<file path="src/rtl/aux_retry_pkg.sv">
package aux_retry_pkg;

  localparam logic [2:0] ST_REPLY   = 3'd0;
  localparam logic [2:0] ST_INVALID = 3'd1;
  localparam logic [2:0] ST_TIMEOUT = 3'd2;
  localparam logic [2:0] ST_DISCON  = 3'd3;
  localparam logic [2:0] ST_ACQERR  = 3'd4;

  localparam logic [3:0] RP_ACK       = 4'h0;
  localparam logic [3:0] RP_NACK      = 4'h1;
  localparam logic [3:0] RP_DEFER     = 4'h2;
  localparam logic [3:0] RP_I2C_NACK  = 4'h4;
  localparam logic [3:0] RP_I2C_DEFER = 4'h8;

  typedef enum logic [1:0] {V_RETRY, V_PASS, V_FAIL} verdict_e;

  typedef enum logic [2:0] {
    S_IDLE, S_LAUNCH, S_WAIT, S_DELAY, S_FIN
  } ctrl_state_e;

endpackage

</file>
<file path="src/rtl/aux_wait_timer.sv">
module aux_wait_timer #(
  parameter int TMR_W = 18
) (
  input  logic             clk,
  input  logic             rst_n,
  input  logic             load,
  input  logic [TMR_W-1:0] load_val,
  input  logic             tick,
  output logic             expired
);

  logic [TMR_W-1:0] cnt_q, cnt_d;

  always_comb begin
    cnt_d = cnt_q;
    if (load)
      cnt_d = load_val;
    else if (tick && (cnt_q != '0))
      cnt_d = cnt_q - TMR_W'(1);
  end

  always_ff @(posedge clk or negedge rst_n) begin
    if (!rst_n) cnt_q <= '0;
    else        cnt_q <= cnt_d;
  end

  assign expired = (cnt_q == '0);

  // Wait lengths are counted one microsecond tick at a time
  p_tick_countdown_r13: assert property (@(posedge clk) disable iff (!rst_n)
    (!load && tick && cnt_q != '0) |=> (cnt_q == $past(cnt_q) - TMR_W'(1)));

  p_hold_no_tick_r13: assert property (@(posedge clk) disable iff (!rst_n)
    (!load && !tick) |=> $stable(cnt_q));

endmodule

</file>
<file path="src/rtl/aux_retry_policy.sv">
module aux_retry_policy
  import aux_retry_pkg::*;
#(
  parameter int LEN_W          = 8,
  parameter int MS_W           = 8,
  parameter int MAX_ATTEMPTS   = 7,
  parameter int INV_LIMIT      = 2,
  parameter int TMO_LIMIT      = 3,
  parameter int DEFER_LIMIT    = 7,
  parameter int I2C_DEF_LIMIT  = 7,
  parameter int ACK_LIMIT      = 7,
  parameter int DEFER_TIME_MS  = 50,
  parameter int INV_WAIT_US    = 400,
  parameter int ACK_WAIT_US    = 300,
  parameter int TMR_W          = MS_W + 10
) (
  input  logic             clk,
  input  logic             rst_n,
  input  logic             clear,
  input  logic             eval,
  input  logic [2:0]       status,
  input  logic [3:0]       reply,
  input  logic [LEN_W-1:0] bytes,
  input  logic             cur_write,
  input  logic [LEN_W-1:0] cur_len,
  input  logic [MS_W-1:0]  defer_ms,
  input  logic [MS_W-1:0]  poll_ms,
  output verdict_e         verdict,
  output logic [TMR_W-1:0] wait_us,
  output logic             go_poll
);

  localparam int L1 = (MAX_ATTEMPTS > INV_LIMIT) ? MAX_ATTEMPTS : INV_LIMIT;
  localparam int L2 = (L1 > TMO_LIMIT) ? L1 : TMO_LIMIT;
  localparam int L3 = (L2 > DEFER_LIMIT) ? L2 : DEFER_LIMIT;
  localparam int L4 = (L3 > I2C_DEF_LIMIT) ? L3 : I2C_DEF_LIMIT;
  localparam int LIM_TOP = (L4 > ACK_LIMIT) ? L4 : ACK_LIMIT;
  localparam int CNT_W = $clog2(LIM_TOP + 2);
  localparam int ACC_W = MS_W + CNT_W + 2;

  logic [CNT_W-1:0] att_q, inv_q, tmo_q, dcnt_q, idef_q, ack_q, ackm_q;
  logic [CNT_W-1:0] att_n, inv_n, tmo_n, dcnt_n, idef_n, ack_n, ackm_n;
  logic [ACC_W-1:0] acc_q, acc_n, acc_poll;
  logic             seen_q, seen_n;
  verdict_e         raw_v;
  logic [TMR_W-1:0] raw_wait, defer_us;
  logic             raw_poll;

  assign defer_us = TMR_W'(defer_ms) * TMR_W'(1000);
  assign acc_poll = acc_q + ACC_W'(poll_ms);

  always_comb begin
    inv_n    = inv_q;
    tmo_n    = tmo_q;
    dcnt_n   = dcnt_q;
    idef_n   = idef_q;
    ack_n    = ack_q;
    ackm_n   = ackm_q;
    acc_n    = acc_q;
    seen_n   = seen_q;
    raw_v    = V_FAIL;
    raw_wait = '0;
    raw_poll = 1'b0;
    case (status)
      ST_REPLY: begin
        tmo_n = '0;
        inv_n = '0;
        case (reply)
          RP_ACK: begin
            if (!cur_write && (bytes != cur_len)) begin
              ack_n = ack_q + CNT_W'(1);
              if (ack_n < CNT_W'(ACK_LIMIT)) begin
                raw_v    = V_RETRY;
                raw_wait = TMR_W'(ACK_WAIT_US);
              end
            end else if (cur_write && (bytes != '0)) begin
              ackm_n = ackm_q + CNT_W'(1);
              if (ackm_n < CNT_W'(ACK_LIMIT)) begin
                raw_v    = V_RETRY;
                raw_wait = TMR_W'(ACK_WAIT_US);
                raw_poll = 1'b1;
              end
            end else begin
              raw_v = V_PASS;
            end
          end
          RP_DEFER: begin
            dcnt_n = dcnt_q + CNT_W'(1);
            seen_n = 1'b1;
            if ((dcnt_n >= CNT_W'(DEFER_LIMIT)) &&
                (acc_poll >= ACC_W'(DEFER_TIME_MS))) begin
              acc_n = acc_poll;
            end else begin
              raw_v    = V_RETRY;
              raw_wait = defer_us;
              acc_n    = acc_poll + ACC_W'(defer_ms);
            end
          end
          RP_I2C_DEFER: begin
            dcnt_n = '0;
            idef_n = idef_q + CNT_W'(1);
            seen_n = 1'b1;
            if (idef_n < CNT_W'(I2C_DEF_LIMIT)) begin
              raw_v    = V_RETRY;
              raw_wait = defer_us;
              acc_n    = acc_q + ACC_W'(defer_ms);
            end
          end
          default: raw_v = V_FAIL;
        endcase
      end
      ST_INVALID: begin
        inv_n = inv_q + CNT_W'(1);
        if (inv_n < CNT_W'(INV_LIMIT)) begin
          raw_v    = V_RETRY;
          raw_wait = TMR_W'(INV_WAIT_US);
        end
      end
      ST_TIMEOUT: begin
        if (seen_q) begin
          dcnt_n = dcnt_q + CNT_W'(1);
          if (dcnt_n < CNT_W'(DEFER_LIMIT)) begin
            raw_v    = V_RETRY;
            raw_wait = defer_us;
            acc_n    = acc_q + ACC_W'(defer_ms);
          end
        end else begin
          tmo_n = tmo_q + CNT_W'(1);
          if (tmo_n < CNT_W'(TMO_LIMIT)) begin
            raw_v    = V_RETRY;
            raw_wait = '0;
          end
        end
      end
      default: raw_v = V_FAIL;
    endcase

    att_n   = att_q + CNT_W'(1);
    verdict = raw_v;
    go_poll = raw_poll;
    wait_us = raw_wait;
    if ((raw_v == V_RETRY) && (att_n >= CNT_W'(MAX_ATTEMPTS))) begin
      verdict = V_FAIL;
      go_poll = 1'b0;
    end
  end

  always_ff @(posedge clk or negedge rst_n) begin
    if (!rst_n) begin
      att_q  <= '0;
      inv_q  <= '0;
      tmo_q  <= '0;
      dcnt_q <= '0;
      idef_q <= '0;
      ack_q  <= '0;
      ackm_q <= '0;
      acc_q  <= '0;
      seen_q <= 1'b0;
    end else if (clear) begin
      att_q  <= '0;
      inv_q  <= '0;
      tmo_q  <= '0;
      dcnt_q <= '0;
      idef_q <= '0;
      ack_q  <= '0;
      ackm_q <= '0;
      acc_q  <= '0;
      seen_q <= 1'b0;
    end else if (eval) begin
      att_q  <= att_n;
      inv_q  <= inv_n;
      tmo_q  <= tmo_n;
      dcnt_q <= dcnt_n;
      idef_q <= idef_n;
      ack_q  <= ack_n;
      ackm_q <= ackm_n;
      acc_q  <= acc_n;
      seen_q <= seen_n;
    end
  end

  p_attempt_cap_r3: assert property (@(posedge clk) disable iff (!rst_n)
    att_q <= CNT_W'(MAX_ATTEMPTS));

  p_invalid_limit_r4: assert property (@(posedge clk) disable iff (!rst_n)
    (eval && status == ST_INVALID && inv_q == CNT_W'(INV_LIMIT - 1))
      |-> (verdict == V_FAIL));

  p_timeout_nowait_r5: assert property (@(posedge clk) disable iff (!rst_n)
    (eval && verdict == V_RETRY && status == ST_TIMEOUT && !seen_q)
      |-> (wait_us == '0));

  p_reply_clears_r6: assert property (@(posedge clk) disable iff (!rst_n)
    (eval && status == ST_REPLY) |=> (tmo_q == '0 && inv_q == '0));

  p_i2c_defer_clears_r8: assert property (@(posedge clk) disable iff (!rst_n)
    (eval && status == ST_REPLY && reply == RP_I2C_DEFER) |=> (dcnt_q == '0));

  p_hard_fail_r12: assert property (@(posedge clk) disable iff (!rst_n)
    (eval && (status == ST_DISCON || status == ST_ACQERR)) |-> (verdict == V_FAIL));

endmodule

</file>
<file path="src/rtl/aux_retry_ctrl.sv">
module aux_retry_ctrl
  import aux_retry_pkg::*;
#(
  parameter int LEN_W         = 8,
  parameter int MS_W          = 8,
  parameter int MAX_ATTEMPTS  = 7,
  parameter int INV_LIMIT     = 2,
  parameter int TMO_LIMIT     = 3,
  parameter int DEFER_LIMIT   = 7,
  parameter int I2C_DEF_LIMIT = 7,
  parameter int ACK_LIMIT     = 7,
  parameter int DEFER_TIME_MS = 50,
  parameter int INV_WAIT_US   = 400,
  parameter int ACK_WAIT_US   = 300
) (
  input  logic             clk,
  input  logic             rst_n,
  input  logic             req_valid,
  input  logic             req_write,
  input  logic             req_i2c,
  input  logic             req_mot,
  input  logic [LEN_W-1:0] req_len,
  input  logic [MS_W-1:0]  defer_ms,
  input  logic [MS_W-1:0]  poll_ms,
  input  logic             us_tick,
  input  logic             eng_done,
  input  logic [2:0]       eng_status,
  input  logic [3:0]       eng_reply,
  input  logic [LEN_W-1:0] eng_bytes,
  output logic             eng_start,
  output logic             cmd_write,
  output logic             cmd_i2c,
  output logic             cmd_mot,
  output logic             cmd_status_req,
  output logic [LEN_W-1:0] cmd_len,
  output logic             busy,
  output logic             done,
  output logic             ok
);

  localparam int TMR_W = MS_W + 10;

  ctrl_state_e      state_q, state_d;
  logic             ok_q, ok_d;
  logic             wr_q, wr_d, i2c_q, i2c_d, mot_q, mot_d, sreq_q, sreq_d;
  logic [LEN_W-1:0] len_q, len_d;
  logic             accept, eval, expired, go_poll;
  verdict_e         verdict;
  logic [TMR_W-1:0] wait_us;

  assign accept = (state_q == S_IDLE) && req_valid;
  assign eval   = (state_q == S_WAIT) && eng_done;

  aux_retry_policy #(
    .LEN_W(LEN_W), .MS_W(MS_W), .MAX_ATTEMPTS(MAX_ATTEMPTS),
    .INV_LIMIT(INV_LIMIT), .TMO_LIMIT(TMO_LIMIT), .DEFER_LIMIT(DEFER_LIMIT),
    .I2C_DEF_LIMIT(I2C_DEF_LIMIT), .ACK_LIMIT(ACK_LIMIT),
    .DEFER_TIME_MS(DEFER_TIME_MS), .INV_WAIT_US(INV_WAIT_US),
    .ACK_WAIT_US(ACK_WAIT_US), .TMR_W(TMR_W)
  ) u_policy (
    .clk(clk), .rst_n(rst_n), .clear(accept), .eval(eval),
    .status(eng_status), .reply(eng_reply), .bytes(eng_bytes),
    .cur_write(wr_q), .cur_len(len_q), .defer_ms(defer_ms), .poll_ms(poll_ms),
    .verdict(verdict), .wait_us(wait_us), .go_poll(go_poll)
  );

  aux_wait_timer #(.TMR_W(TMR_W)) u_timer (
    .clk(clk), .rst_n(rst_n), .load(eval), .load_val(wait_us),
    .tick(us_tick), .expired(expired)
  );

  always_comb begin
    state_d = state_q;
    ok_d    = ok_q;
    case (state_q)
      S_IDLE:   if (accept) state_d = S_LAUNCH;
      S_LAUNCH: state_d = S_WAIT;
      S_WAIT: begin
        if (eval) begin
          ok_d    = (verdict == V_PASS);
          state_d = (verdict == V_RETRY) ? S_DELAY : S_FIN;
        end
      end
      S_DELAY:  if (expired) state_d = S_LAUNCH;
      S_FIN:    state_d = S_IDLE;
      default:  state_d = S_IDLE;
    endcase
  end

  always_comb begin
    wr_d   = wr_q;
    i2c_d  = i2c_q;
    mot_d  = mot_q;
    sreq_d = sreq_q;
    len_d  = len_q;
    if (accept) begin
      wr_d   = req_write;
      i2c_d  = req_i2c;
      mot_d  = req_mot;
      sreq_d = 1'b0;
      len_d  = req_len;
    end else if (eval && go_poll) begin
      wr_d   = 1'b0;
      sreq_d = 1'b1;
      len_d  = '0;
    end
  end

  always_ff @(posedge clk or negedge rst_n) begin
    if (!rst_n) begin
      state_q <= S_IDLE;
      ok_q    <= 1'b0;
      wr_q    <= 1'b0;
      i2c_q   <= 1'b0;
      mot_q   <= 1'b0;
      sreq_q  <= 1'b0;
      len_q   <= '0;
    end else begin
      state_q <= state_d;
      ok_q    <= ok_d;
      wr_q    <= wr_d;
      i2c_q   <= i2c_d;
      mot_q   <= mot_d;
      sreq_q  <= sreq_d;
      len_q   <= len_d;
    end
  end

  assign eng_start      = (state_q == S_LAUNCH);
  assign busy           = (state_q != S_IDLE);
  assign done           = (state_q == S_FIN);
  assign ok             = done && ok_q;
  assign cmd_write      = wr_q;
  assign cmd_i2c        = i2c_q;
  assign cmd_mot        = mot_q;
  assign cmd_status_req = sreq_q;
  assign cmd_len        = len_q;

  p_done_pulse_r2: assert property (@(posedge clk) disable iff (!rst_n)
    done |=> !done);

  p_start_pulse_r2: assert property (@(posedge clk) disable iff (!rst_n)
    eng_start |=> !eng_start);

  p_ok_with_done_r2: assert property (@(posedge clk) disable iff (!rst_n)
    ok |-> done);

  p_engine_expected_r2: assert property (@(posedge clk) disable iff (!rst_n)
    eng_done |-> (state_q == S_WAIT));

  p_poll_shape_r11: assert property (@(posedge clk) disable iff (!rst_n)
    cmd_status_req |-> (!cmd_write && cmd_len == '0));

endmodule

</file>
<file path="config.mk">
export PLATFORM = sky130hd
export DESIGN_NAME = aux_retry_ctrl
export DESIGN_NICKNAME = d
export VERILOG_FILES = /design/src/rtl/aux_retry_pkg.sv /design/src/rtl/aux_wait_timer.sv /design/src/rtl/aux_retry_policy.sv /design/src/rtl/aux_retry_ctrl.sv
export SDC_FILE = /design/constraint.sdc
export NUM_CORES = 1
export LEC_CHECK = 0
export BUFFER_PORTS_ARGS = -buffer_cell sky130_fd_sc_hd__buf_2
export CAP_MARGIN = 15
export CORE_ASPECT_RATIO = 1.4
export CORE_UTILIZATION = 45
export DETAILED_ROUTE_END_ITERATION = 6
export GPL_ROUTABILITY_DRIVEN = 0
export GPL_TIMING_DRIVEN = 0
export PLACE_DENSITY = 0.64
export SLEW_MARGIN = 20
export SYNTH_ARGS = -nofsm -noshare
export SYNTH_HDL_FRONTEND = slang
export SYNTH_SLANG_ARGS = --single-unit
</file>
<file path="constraint.sdc">
create_clock -name clk -period 5.4 [get_ports clk]
set_input_delay 0.27 -clock clk [delete_from_list [all_inputs] [get_ports clk]]
set_output_delay 0.27 -clock clk [all_outputs]
set_load 0.02 [all_outputs]
</file>
**Word level (Yosys, flattened, before mapping)**

Cells that the tools add are included.

- Reduce and logical (&&, ||, !) cells: 41
- Magnitude comparators: 9
- Multiply operators: 1
- Equality and inequality tests: 19
- Multiplexer cells: 84
- Add/sub/neg operators: 11

Operators with widths:

| kind | count |
|---|---|
| 18-bit two-way mux | 8 |
| 18-bit case mux with 3 select lines | 2 |
| 4-bit two-way mux | 25 |
| 14-bit two-way mux | 6 |
| 14-bit case mux with 2 select lines | 2 |
| 14-bit by 8-bit adder with 14-bit output | 3 |
| 4-bit case mux with 2 select lines | 4 |
| 4-bit by 1-bit adder with 4-bit output, second input constant | 7 |
| 9-bit two-way mux | 3 |
| 2-bit two-way mux | 11 |
| 18-bit zero test | 1 |
| 18-bit nonzero test | 1 |
| 2-bit nonzero test | 9 |
| 18-bit by 1-bit subtractor with 18-bit output, second input constant | 1 |
| 4-bit by 3-bit less-than comparator with 1-bit output, second input constant | 4 |
| 8-bit two-way mux | 2 |
| 8-bit by 7-bit multiplier with 15-bit output, second input constant | 1 |
| 14-bit by 6-bit greater-or-equal comparator with 1-bit output, second input constant | 1 |
| 1-bit two-way mux | 14 |
| 3-bit two-way mux | 4 |
| 2-bit case mux with 3 select lines | 2 |
| 3-bit case mux with 4 select lines | 1 |
| 3-bit AND reduction | 4 |
| 3-bit by 2-bit == test with 1-bit output, second input constant | 3 |
| other kinds (25) | 46 |

- Flip-flop bits (word level): 77
- Bits of input ports: 47
- Logic and storage cells: 182
- Output and inout bits: 16

**Longest topological paths before layout**

Gate-level depths: netlist of the first run.

- Depth in word-level cells: 14
- Mapped depth: 15
- Gate-level depth less buffers: 15

**By module**

A second synthesis of the first run with hierarchy kept.

- Cells, all modules: 835
- Area, all modules: 7430.9 um^2

By module, submodules not included:

| module | seq. area each (um^2) | area an instance (um^2) | instances | cells an instance |
|---|---|---|---|---|
| aux_retry_policy | 1076.0 | 5580.4 | 1 | 665 |
| aux_wait_timer | 450.4 | 1174.9 | 1 | 117 |
| aux_retry_ctrl | 400.4 | 675.6 | 1 | 53 |

**Least setup slack after synthesis of the first run**

OpenSTA, ideal clock, no wires.

- Path type: in2reg
- From: in defer_ms[0]
- To: reg u_timer.cnt_q[17]
- Arrival time: 3.731 ns
- Setup time: 0.131 ns
- Buffers on the path: 0
- Stages: 15
- Path slack: 1.538 ns
- Data required time: 5.269 ns
- Path through: fa_1 -> inv_1 -> fa_1 -> fa_1 -> inv_1 -> fa_1 -> ha_1 -> o21ai_0 -> o21ai_0 -> a31oi_1 -> o21bai_1 -> a211oi_1 -> o21bai_1 -> xnor2_1 -> o211ai_1

- Cells in the longest elaborated chain, start to end: 5
- Elaborated cells on any way between the ends: 8
- Those cells by class: mul (1); mux (7)

Ends and longest elaborated chain:

| item | line | RTL |
|---|---|---|
| start: declaration | aux_retry_ctrl.sv:23 | `input logic [MS_W-1:0] defer_ms,` |
| 8-bit by 7-bit multiplier with 15-bit output * | aux_retry_policy.sv:49 | `assign defer_us = TMR_W'(defer_ms) * TMR_W'(1000);` |
| 18-bit two-way mux, on equally long branches | aux_retry_policy.sv:103, aux_retry_policy.sv:90, aux_retry_policy.sv:122 |  |
| 18-bit case mux with 3 select lines / 18-bit two-way mux (equally long branches) | aux_retry_policy.sv:68, aux_retry_policy.sv:120 |  |
| 18-bit case mux with 3 select lines * | aux_retry_policy.sv:64 | `case (status)` |
| 18-bit two-way mux * | aux_wait_timer.sv:16 | `if (load)` |
| end signal: assignment | aux_wait_timer.sv:24 | `else cnt_q <= cnt_d;` |
| end: declaration | aux_wait_timer.sv:12 | `logic [TMR_W-1:0] cnt_q, cnt_d;` |

Every way passes the cells marked *; elsewhere a longest branch is shown, timed or not.
A chain may end at the register's enable or synchronous reset.

**Worst setup path in the final report of the first run**

Same ends and word-level chain as after synthesis.

==> results of run 1 <==
==> worst min path at each step <==
stage,depth (start not counted),endpoint,from,slack (ns)
2_1_floorplan,0,cmd_i2c,rst_n,-0.03
3_3_place_gp,2,cmd_mot,cmd_mot,0.45
3_5_place_dp,1,u_policy.inv_q[0],rst_n,0.29
4_1_cts,3,cmd_mot,req_mot,0.11
5_1_grt,3,cmd_mot,req_mot,0.11
6_report,3,cmd_mot,req_mot,0.12
==> cells in the final DEF, fill, tap and decap left out, types with 12 or more instances in the layout <==
cell type / n
nand2_1: 87
dfrtp_1: 77
ha_1: 74
nor2_1: 67
o21ai_0: 66
buf_2: 63
inv_1: 54
a21oi_1: 53
nand3_1: 40
xor2_1: 27
xnor2_1: 27
fa_1: 25
nor3_1: 24
a31oi_1: 22
clkbuf_1: 14
a21o_1: 12
==> layer usage <==
| metal | wire, um | vias up |
|---|---|---|
| met4 | 353 | 0 |
| met1 | 8310 | 3188 |
| met2 | 9590 | 138 |
| met3 | 688 | 25 |
| met5 | 0 | - |
| li1 | - | 3306 |
==> state kept, by name, indices dropped and copies added (netlist names) <==
signal and count:
cmd_mot 1, cmd_write 1, cmd_status_req 1, u_policy.ackm_q 4
u_policy.seen_q 1, u_policy.att_q 4, state_q 3, u_policy.dcnt_q 4
cmd_i2c 1, cmd_len 8, u_policy.idef_q 4, u_policy.acc_q 14
u_policy.ack_q 4, u_policy.inv_q 4, u_policy.tmo_q 4, ok_q 1
u_timer.cnt_q 18
==> power breakdown <==
group          internal, uW  leakage [uW]  switching (uW)
registers               704       0.00103             147
clock network           358      0.000138             256
logic                   594       0.00265             861
==> area by class of cell <==
| cell class | count | area (um^2) |
|---|---|---|
| clock inverters | 6 | 63.8 |
| multi-input cells | 715 | 5250 |
| clock buffers | 10 | 229 |
| plain buffers | 22 | 135 |
| fillers | 1570 | 7850 |
| flip-flops and latches | 77 | 1930 |
| repair buffers | 63 | 338 |
| well taps | 199 | 249 |
| inverters | 54 | 203 |
==> what timing repair did <==
action / 4_1_cts / 5_1_grt
hold endpoints to repair: 37 / 0
resized for setup: 0 / 0
hold buffers: 1 / 0
==> worst max-delay path, cell delays in order <==
cell and delay, ns:
buf_2 0.17, fa_1 0.57, inv_1 0.06, fa_1 0.47, fa_1 0.51, inv_1 0.05
fa_1 0.45, ha_1 0.34, o21ai_0 0.12, o21ai_0 0.11, a31oi_1 0.27, o21bai_1 0.12
a211oi_1 0.24, o21bai_1 0.11, xnor2_1 0.21, o211ai_1 0.10
==> through the flow <==
| stage | power, uW | hold WS, ns | cells |
|---|---|---|---|
| after floorplan | 1930 | -0.0256 | 868 |
| after global placement | 2280 | 0.455 | 1128 |
| after detailed placement | 2310 | 0.288 | 1129 |
| after CTS | 2940 | 0.112 | 1146 |
| after global routing | 3170 | 0.114 | 1146 |
| final | 2920 | 0.116 | 1146 |
==> cells by family (layout without fill, tap and decap cells) <==
group | after synthesis | in the layout | synth area share
flops | 77 | 77 | 0.256
buf+inv | 76 | 155 | 0.0449
xor+xnor | 55 | 55 | 0.0651
fa+ha+maj | 99 | 99 | 0.190
compound gates | 249 | 249 | 0.226
mux | 8 | 8 | 0.0108
simple gates | 304 | 304 | 0.207
==> out/metrics.yaml, run 1 <==
antenna_found_initial: 0
portBuffers: 61
crit_path_max_fanout: 7
r2r_cells: 12
drc: 20
worstSkewPairLatency_ns: 0.34
clkTransAtPathRegs_ns: 0.06
skew_ns: 0.00907
cp-start-kind: "input pin"
r2r-start: "u_policy.acc_q[1]"
crit_required_ns: 5.62
syn_avg_cell_area_um2: 8.66
ys_types: 95
drv_slew: 0
hold_viol: 0
cts_setup_buffers: 0
drt-pass1-iter-count: 7
synth_top_cell_area_share: 0.256
grt_max_degree: 41
synth_flop_cell: "dfrtp_1"
tightest_slew_ns: 0.715
synthTopCellsByCount: "87 x nand2_1, 77 x dfrtp_1, 74 x ha_1"
postRouteAntennaNets: 0
drt_iter0_markers: 359
fmax_mhz: 252
r2r_setup_slack_ns: 1.67
startpoint: "defer_ms[0]"
dpl_worst_slack_ns: 1.05
start_util: 0.463
synth_area_um2: 7520
grt.busiest_layer: "met2"
irDropWorstVdd_v: 0.000182
clk_path_buf_depth: 2
worst_slack_ns: 1.43
setup_tns_ns: 0
ys_ff_latch: 77
rsz0062_at_grt: "no"
fp-row-count: 55
diodes: 0
synthCells: 868
min_period_over_period: 0.736
first_global_vias: 6641
synthTopCellsByArea: "dfrtp_1 26%, ha_1 12%, fa_1 6.7%"
status: "complete, but fails checks"
cp-end-kind: "register"
yosys_warnings: 0
synth.most_common_cell: "nand2_1"
overflow: 0
ios: 63
cts_buffers: 9
setup_violations: 0
critPathArrivalTime_ns: 4.19
met3_usage: 0.0284
synthesis.nets: 1014
synth_edf_count: 0
stdcell_area_um2: 8400
wl_per_cell_um: 16.5
use_met2: 0.425
viasPerCell: 5.81
cts_sinks: 77
layout-drive-gt1-share: 0.133
die_h_um: 155
nets: 1088
dpl_cell_area_um2: 8090
async_flop_share: 1.00
utilization: 0.517
cap_violations: 0
p_per_area_nw_per_um2: 348
hp-class: "in2reg"
die_area_um2: 17200
grt_util_all_layers: 0.228
yosysTopAreaCell: "dfrtp_1"
max_slew_margin: 0.523
core_um2: 16200
area_delta_synth_final_pct: 11.7
criticalPathCategory: "in2reg"
crit_path_end: "u_timer.cnt_q[17]"
post-dp-hpwl_mm: 14.8
chipWidth_um: 111
htree_levels: 3
grtUsageMet1: 0.274
via_count: 6657
cts_tree: "yes"
grt_pass1_wl_mm: 31.9
fin_crit_ns: 3.97
p_leak_uw: 0.00382
routed_wl_mm: 18.9
clockRootBuffer: "clkbuf_16"
r2r-end: "u_policy.acc_q[10]"
seq_area_frac_synth: 0.256
violations: "design-rule violations"
Note: power is estimated with default switching activity, not from simulation.
==> inputs of run 2 (changes only) <==
--- a/config.mk
+++ b/config.mk
@@ -12,7 +12,7 @@
 export DETAILED_ROUTE_END_ITERATION = 6
 export GPL_ROUTABILITY_DRIVEN = 0
 export GPL_TIMING_DRIVEN = 0
-export PLACE_DENSITY = 0.64
+export PLACE_DENSITY = 0.66
 export SLEW_MARGIN = 20
 export SYNTH_ARGS = -nofsm -noshare
 export SYNTH_HDL_FRONTEND = slang
==> constraint.sdc (replaced) <==
create_clock -name clk -period 3.65 [get_ports clk]
set_input_delay 0.1825 -clock clk [delete_from_list [all_inputs] [get_ports clk]]
set_output_delay 0.1825 -clock clk [all_outputs]
set_load 0.02 [all_outputs]
==> out/metrics.yaml, run 2 (synthesis gave the netlist of run 1 again) <==
via_count: 6755  # +1.5%
post-dp-hpwl_mm: 14.6  # -0.88%
setup_violations: 0  # unchanged
max_slew_margin: 0.527  # +0.00394
final_cells: 1150  # +0.35%
diodes: 0  # unchanged
p_per_area_nw_per_um2: 532  # +53%
postRouteAntennaNets: 0  # unchanged
layout-drive-gt1-share: 0.158  # +0.0247
routed_wl_mm: 19.1  # +0.88%
status: "complete, but fails checks"
crit_required_ns: 3.90  # -1.72 ns
wl_per_cell_um: 16.6  # +0.53%
r2r-start: "u_policy.acc_q[1]"
cp-end-kind: "register"
p_total_uw: 4570  # +57%
fin_crit_ns: 3.53
drt-pass1-iter-count: 7  # unchanged
drt_iter0_markers: 476  # +33%
clockRootBuffer: "clkbuf_16"
clk_path_buf_depth: 2  # unchanged
first_global_vias: 6480  # -2.4%
crit_path_max_fanout: 5  # -2
portBuffers: 61  # unchanged
violations: "design-rule violations"
fmax_mhz: 283
setup_tns_ns: 0  # unchanged
grt_pass1_wl_mm: 31.5  # -1.4%
hold_viol: 0  # unchanged
worst_hold_startpoint: "req_mot"
n_fill_cell: 1588  # +1.1%
start_util: 0.463  # unchanged
antenna_found_initial: 0  # unchanged
nets: 1093  # +0.46%
largest_reg_flops: 18  # unchanged
criticalPathCategory: "reg2reg"
min_delay_worst_endpoint: "cmd_mot"
skew_ns: 0.00852  # -0.000554 ns
cap_violations: 0  # unchanged
clkTransAtPathRegs_ns: 0.06  # about the same
r2r-end: "u_policy.acc_q[10]"
fp-row-count: 55  # unchanged
worstSkewPairLatency_ns: 0.35  # about the same
ios: 63  # unchanged
cts_buffers: 9  # unchanged
drc: 22  # +10%
area_delta_synth_final_pct: 14.3
r2r_setup_slack_ns: 0.12  # -1.55 ns
overflow: 0  # unchanged
die_h_um: 155  # unchanged
critPathArrivalTime_ns: 3.78  # -0.41 ns
regMostFlops: "u_timer.cnt_q"
core_um2: 16200  # unchanged
irDropWorstVdd_v: 0.000314  # +72%
die_area_um2: 17200  # unchanged
htree_levels: 3  # unchanged
chipWidth_um: 111  # unchanged
hp-class: "in2reg"
cts_sinks: 77  # unchanged
grt_util_all_layers: 0.228  # -0.000480
grt_max_degree: 44  # +7.3%
r2r_cells: 11  # -1
viasPerCell: 5.87  # +1.1%
mostFrequentLayoutCell: "nand2_1"
tightest_slew_ns: 0.709  # -0.00591 ns
min_period_over_period: 0.967
cts_tree: "yes"
holdPathStages: 3  # unchanged
dpl.cell_count: 1129  # unchanged
final_cell_mix: "87 x nand2_1, 77 x dfrtp_1, 71 x ha_1, 67 x nor2_1, 61 x o21ai_0"
drv_slew: 0  # unchanged
p_leak_uw: 0.00388  # +1.5%
cp-start-kind: "register"
run 2: cell count changes in the layout (fill, tap and decap cells not counted), sizes merged:
cell    previous run  this run
buf               70        74
bufinv             1         2
clkinv             3         2
run 2: cell type report:
type,instances,area (um^2),area share
buffer,22,135,0.0157
clock buffer,9,225,0.0262
clock inverter,6,88.8,0.0103
inverter,54,203,0.0236
multi-input combinational,715,5360,0.623
sequential,77,1930,0.224
tap,199,249,0.0290
timing repair buffer,68,408,0.0475
run 2: critical path: stages (launching register included):
cell and delay, ns:
dfrtp_1 0.46, ha_1 0.30, a211o_1 0.40, a2111oi_0 0.35, nand3b_1 0.23, ha_1 0.29
and2_1 0.15, a311oi_1 0.42, o21ai_1 0.26, nor4b_1 0.21, xor2_1 0.17, o22ai_1 0.19
run 2: repair_timing:
item | in CTS | in global routing
gates resized for setup | 5 | 30
hold endpoints to repair | 42 | 0
cloned | 0 | 0
endpoints found under the setup margin | 4 | 7
hold buffers | 1 | 0
buffers inserted | 1 | 4
pin swaps | 1 | 20
run 2: power by group:
part / switching (uW) / leakage (uW) / internal (uW) / total (uW)
clock network: 377 / 0.000147 / 595 / 972
registers: 216 / 0.00103 / 1040 / 1260
logic: 1340 / 0.00270 / 1000 / 2340
run 2: worst max-delay path by stage:
stage,end,from,cells past startpoint
CTS,u_timer.cnt_q[17],defer_ms[0],16
detailed placement,u_timer.cnt_q[17],defer_ms[3],14
finish,u_policy.acc_q[10],u_policy.acc_q[1],11
global route,u_policy.acc_q[11],u_policy.acc_q[0],15
global placement,u_timer.cnt_q[17],defer_ms[0],16
floorplan,u_timer.cnt_q[17],defer_ms[0],15
run 2: through the flow:
step / hold WS (ns) / setup slack [ns] / area, um^2 / utilization
6_report: 0.0265 / 0.121 / 8590 / 0.529
5_1_grt: 0.0453 / -0.0309 / 8590 / 0.529
4_1_cts: 0.0239 / -0.104 / 8470 / 0.521
3_5_place_dp: 0.230 / -0.468 / 8120 / 0.500
3_3_place_gp: 0.374 / -0.427 / 8100 / 0.498
2_1_floorplan: -0.113 / 0.00117 / 7540 / -
run 2: metal layers:
metal  GRT usage  share of wire  wire (um)  vias to the layer above
li1            -              -          -                     3327
met2       0.423           0.52       9870                      144
met3      0.0261          0.033        635                       22
met5           0              0          0                        -
met1       0.268           0.43       8200                     3262
met4      0.0849          0.021        398                        0
==> inputs of run 3 (changes only) <==
--- a/config.mk
+++ b/config.mk
@@ -8,11 +8,11 @@
 export BUFFER_PORTS_ARGS = -buffer_cell sky130_fd_sc_hd__buf_2
 export CAP_MARGIN = 15
 export CORE_ASPECT_RATIO = 1.4
-export CORE_UTILIZATION = 45
+export CORE_UTILIZATION = 53
 export DETAILED_ROUTE_END_ITERATION = 6
 export GPL_ROUTABILITY_DRIVEN = 0
 export GPL_TIMING_DRIVEN = 0
-export PLACE_DENSITY = 0.66
+export PLACE_DENSITY = 0.76
 export SLEW_MARGIN = 20
 export SYNTH_ARGS = -nofsm -noshare
 export SYNTH_HDL_FRONTEND = slang
==> out/metrics.yaml, run 3 (synthesis gave the netlist of run 1 again) <==
status: "completed"
fmax_mhz: 278  # -1.7%
dpl.cell_count: 1115  # -1.2%
setup_violations: 0  # unchanged
hp-class: "in2reg"
routed_wl_mm: 18.7  # -2.1%
area_delta_synth_final_pct: 14.3  # about the same
final_cell_mix: "87 x nand2_1, 77 x dfrtp_1, 72 x ha_1, 67 x nor2_1, 59 x buf_2"
grt_max_degree: 55  # +25%
cap_violations: 0  # unchanged
die_area_um2: 14700  # -15%
core_um2: 13800  # -15%
grt_util_all_layers: 0.265  # +0.0372
mostFrequentLayoutCell: "nand2_1"
crit_required_ns: 3.87  # -0.03 ns
fin_crit_ns: 3.59  # +0.0618 ns
seq_area_um2: 1930  # unchanged
multi_input_area_um2: 5320  # -0.65%
final_cells: 1138  # -1.0%
clockRootBuffer: "clkbuf_16"
overflow: 0  # unchanged
p_per_area_nw_per_um2: 540  # +1.5%
worstSkewPairLatency_ns: 0.35  # about the same
cp-start-kind: "input pin"
cts_tree: "yes"
r2r_setup_slack_ns: 0.18  # +0.06 ns
cp-end-kind: "register"
drv_slew: 0  # unchanged
cts_buffers: 9  # unchanged
start_util: 0.543  # +0.0800
p_leak_uw: 0.00389  # +0.40%
drt_iter0_markers: 411  # -14%
post-dp-hpwl_mm: 14.2  # -2.8%
clkTransAtPathRegs_ns: 0.06  # about the same
viasPerCell: 5.99  # +2.0%
n_fill_cell: 1230  # -23%
portBuffers: 61  # unchanged
htree_levels: 3  # unchanged
diodes: 0  # unchanged
p_total_uw: 4640  # +1.4%
chipWidth_um: 103  # -7.7%
min_period_over_period: 0.984  # +0.0169
tightest_slew_ns: 0.675  # -0.0347 ns
via_count: 6819  # +0.95%
cts_sinks: 77  # unchanged
largest_reg_flops: 18  # unchanged
hold_viol: 0  # unchanged
postRouteAntennaNets: 0  # unchanged
drt-pass1-iter-count: 5  # -2
clk_path_buf_depth: 2  # unchanged
layout-drive-gt1-share: 0.152  # -0.00558
first_global_vias: 6505  # +0.39%
critPathArrivalTime_ns: 3.81  # +0.03 ns
antenna_found_initial: 0  # unchanged
rsz0062_at_grt: "yes"
nets: 1094  # +0.091%
irDropWorstVdd_v: 0.000319  # +1.6%
crit_path_max_fanout: 5  # unchanged
grt_pass1_wl_mm: 30.2  # -3.9%
drc: 0  # -100%
max_slew_margin: 0.544  # +0.0173
ios: 63  # unchanged
criticalPathCategory: "in2reg"
wl_per_cell_um: 16.4  # -1.1%
regMostFlops: "u_timer.cnt_q"
fp-row-count: 51  # -7.3%
skew_ns: 0.0120  # +0.00352 ns
setup_tns_ns: 0  # unchanged
die_h_um: 143  # -7.8%
==> run 3: cell types whose count changed in the layout (fill, tap and decap cells not counted), moves of 2 or more <==
cell	previous run	this run
fa_2	2	0
o21ai_1	6	9
o21ai_2	1	3
o21ai_0	61	57
nor3_1	22	24
a211oi_2	4	2
a211oi_1	8	10
fa_1	23	25
==> run 3: path summary, 6_finish.rpt <==
kind	cells after the start	to	from
setup / recovery	16	u_timer.cnt_q[17]	defer_ms[1]
min in group asynchronous	2	u_policy.inv_q[3]	rst_n
hold reg to reg	1	cmd_status_req	cmd_status_req
max in group asynchronous	3	u_policy.acc_q[3]	rst_n
hold / removal	3	cmd_mot	req_mot
setup reg to reg	13	u_policy.acc_q[11]	u_policy.acc_q[1]
==> run 3: layout make-up <==
cell class	instances	share of cell area
inverter	54	0.0236
buffer	22	0.0157
tap	185	0.0270
clock buffer	10	0.0278
sequential	77	0.224
multi-input combinational	715	0.620
clock inverter	6	0.0128
timing repair buffer	69	0.0490
==> run 3: metrics by stage <==
stage               area (um^2)  setup slack, ns   util  hold slack [ns]
floorplan                  7540          0.00117      -           -0.113
global placement           8080           -0.404  0.583            0.372
detailed placement         8110           -0.415  0.586            0.121
CTS                        8490          0.00885  0.613           0.0182
global route               8590          -0.0687  0.620           0.0471
finish                     8590           0.0591  0.620           0.0227
==> run 3: timing repair <==
item	4_1_cts	5_1_grt
pin swaps	5	17
setup buffers	2	4
gates resized for setup	3	24
endpoints found under the setup margin	3	9
endpoints found under the hold margin	23	0
hold buffers	1	0
==> run 3: report_power, final <==
group	internal (uW)	leakage [uW]	switching [uW]
sequential	1040	0.00103	215
combinational	974	0.00270	1340
clock	686	0.000165	380
==> run 3: worst max-delay path, stage by stage <==
cell      delay, ns
buf_12         0.11
fa_1           0.56
inv_2          0.05
fa_1           0.46
fa_1           0.49
inv_1          0.05
fa_1           0.52
ha_4           0.31
o21ai_2        0.06
o21ai_1        0.17
a31oi_2        0.12
o21bai_1       0.21
a211oi_1       0.10
o21bai_1       0.16
xnor2_1        0.15
o211ai_1       0.10
==> run 3: per-layer routing <==
layer  up-vias  share of wire  global-route usage
li1       3329              -                   -
met1      3259           0.41               0.312
met2       187           0.51               0.473
met3        44          0.046              0.0387
met4         0          0.030               0.106
met5         -              0                   0
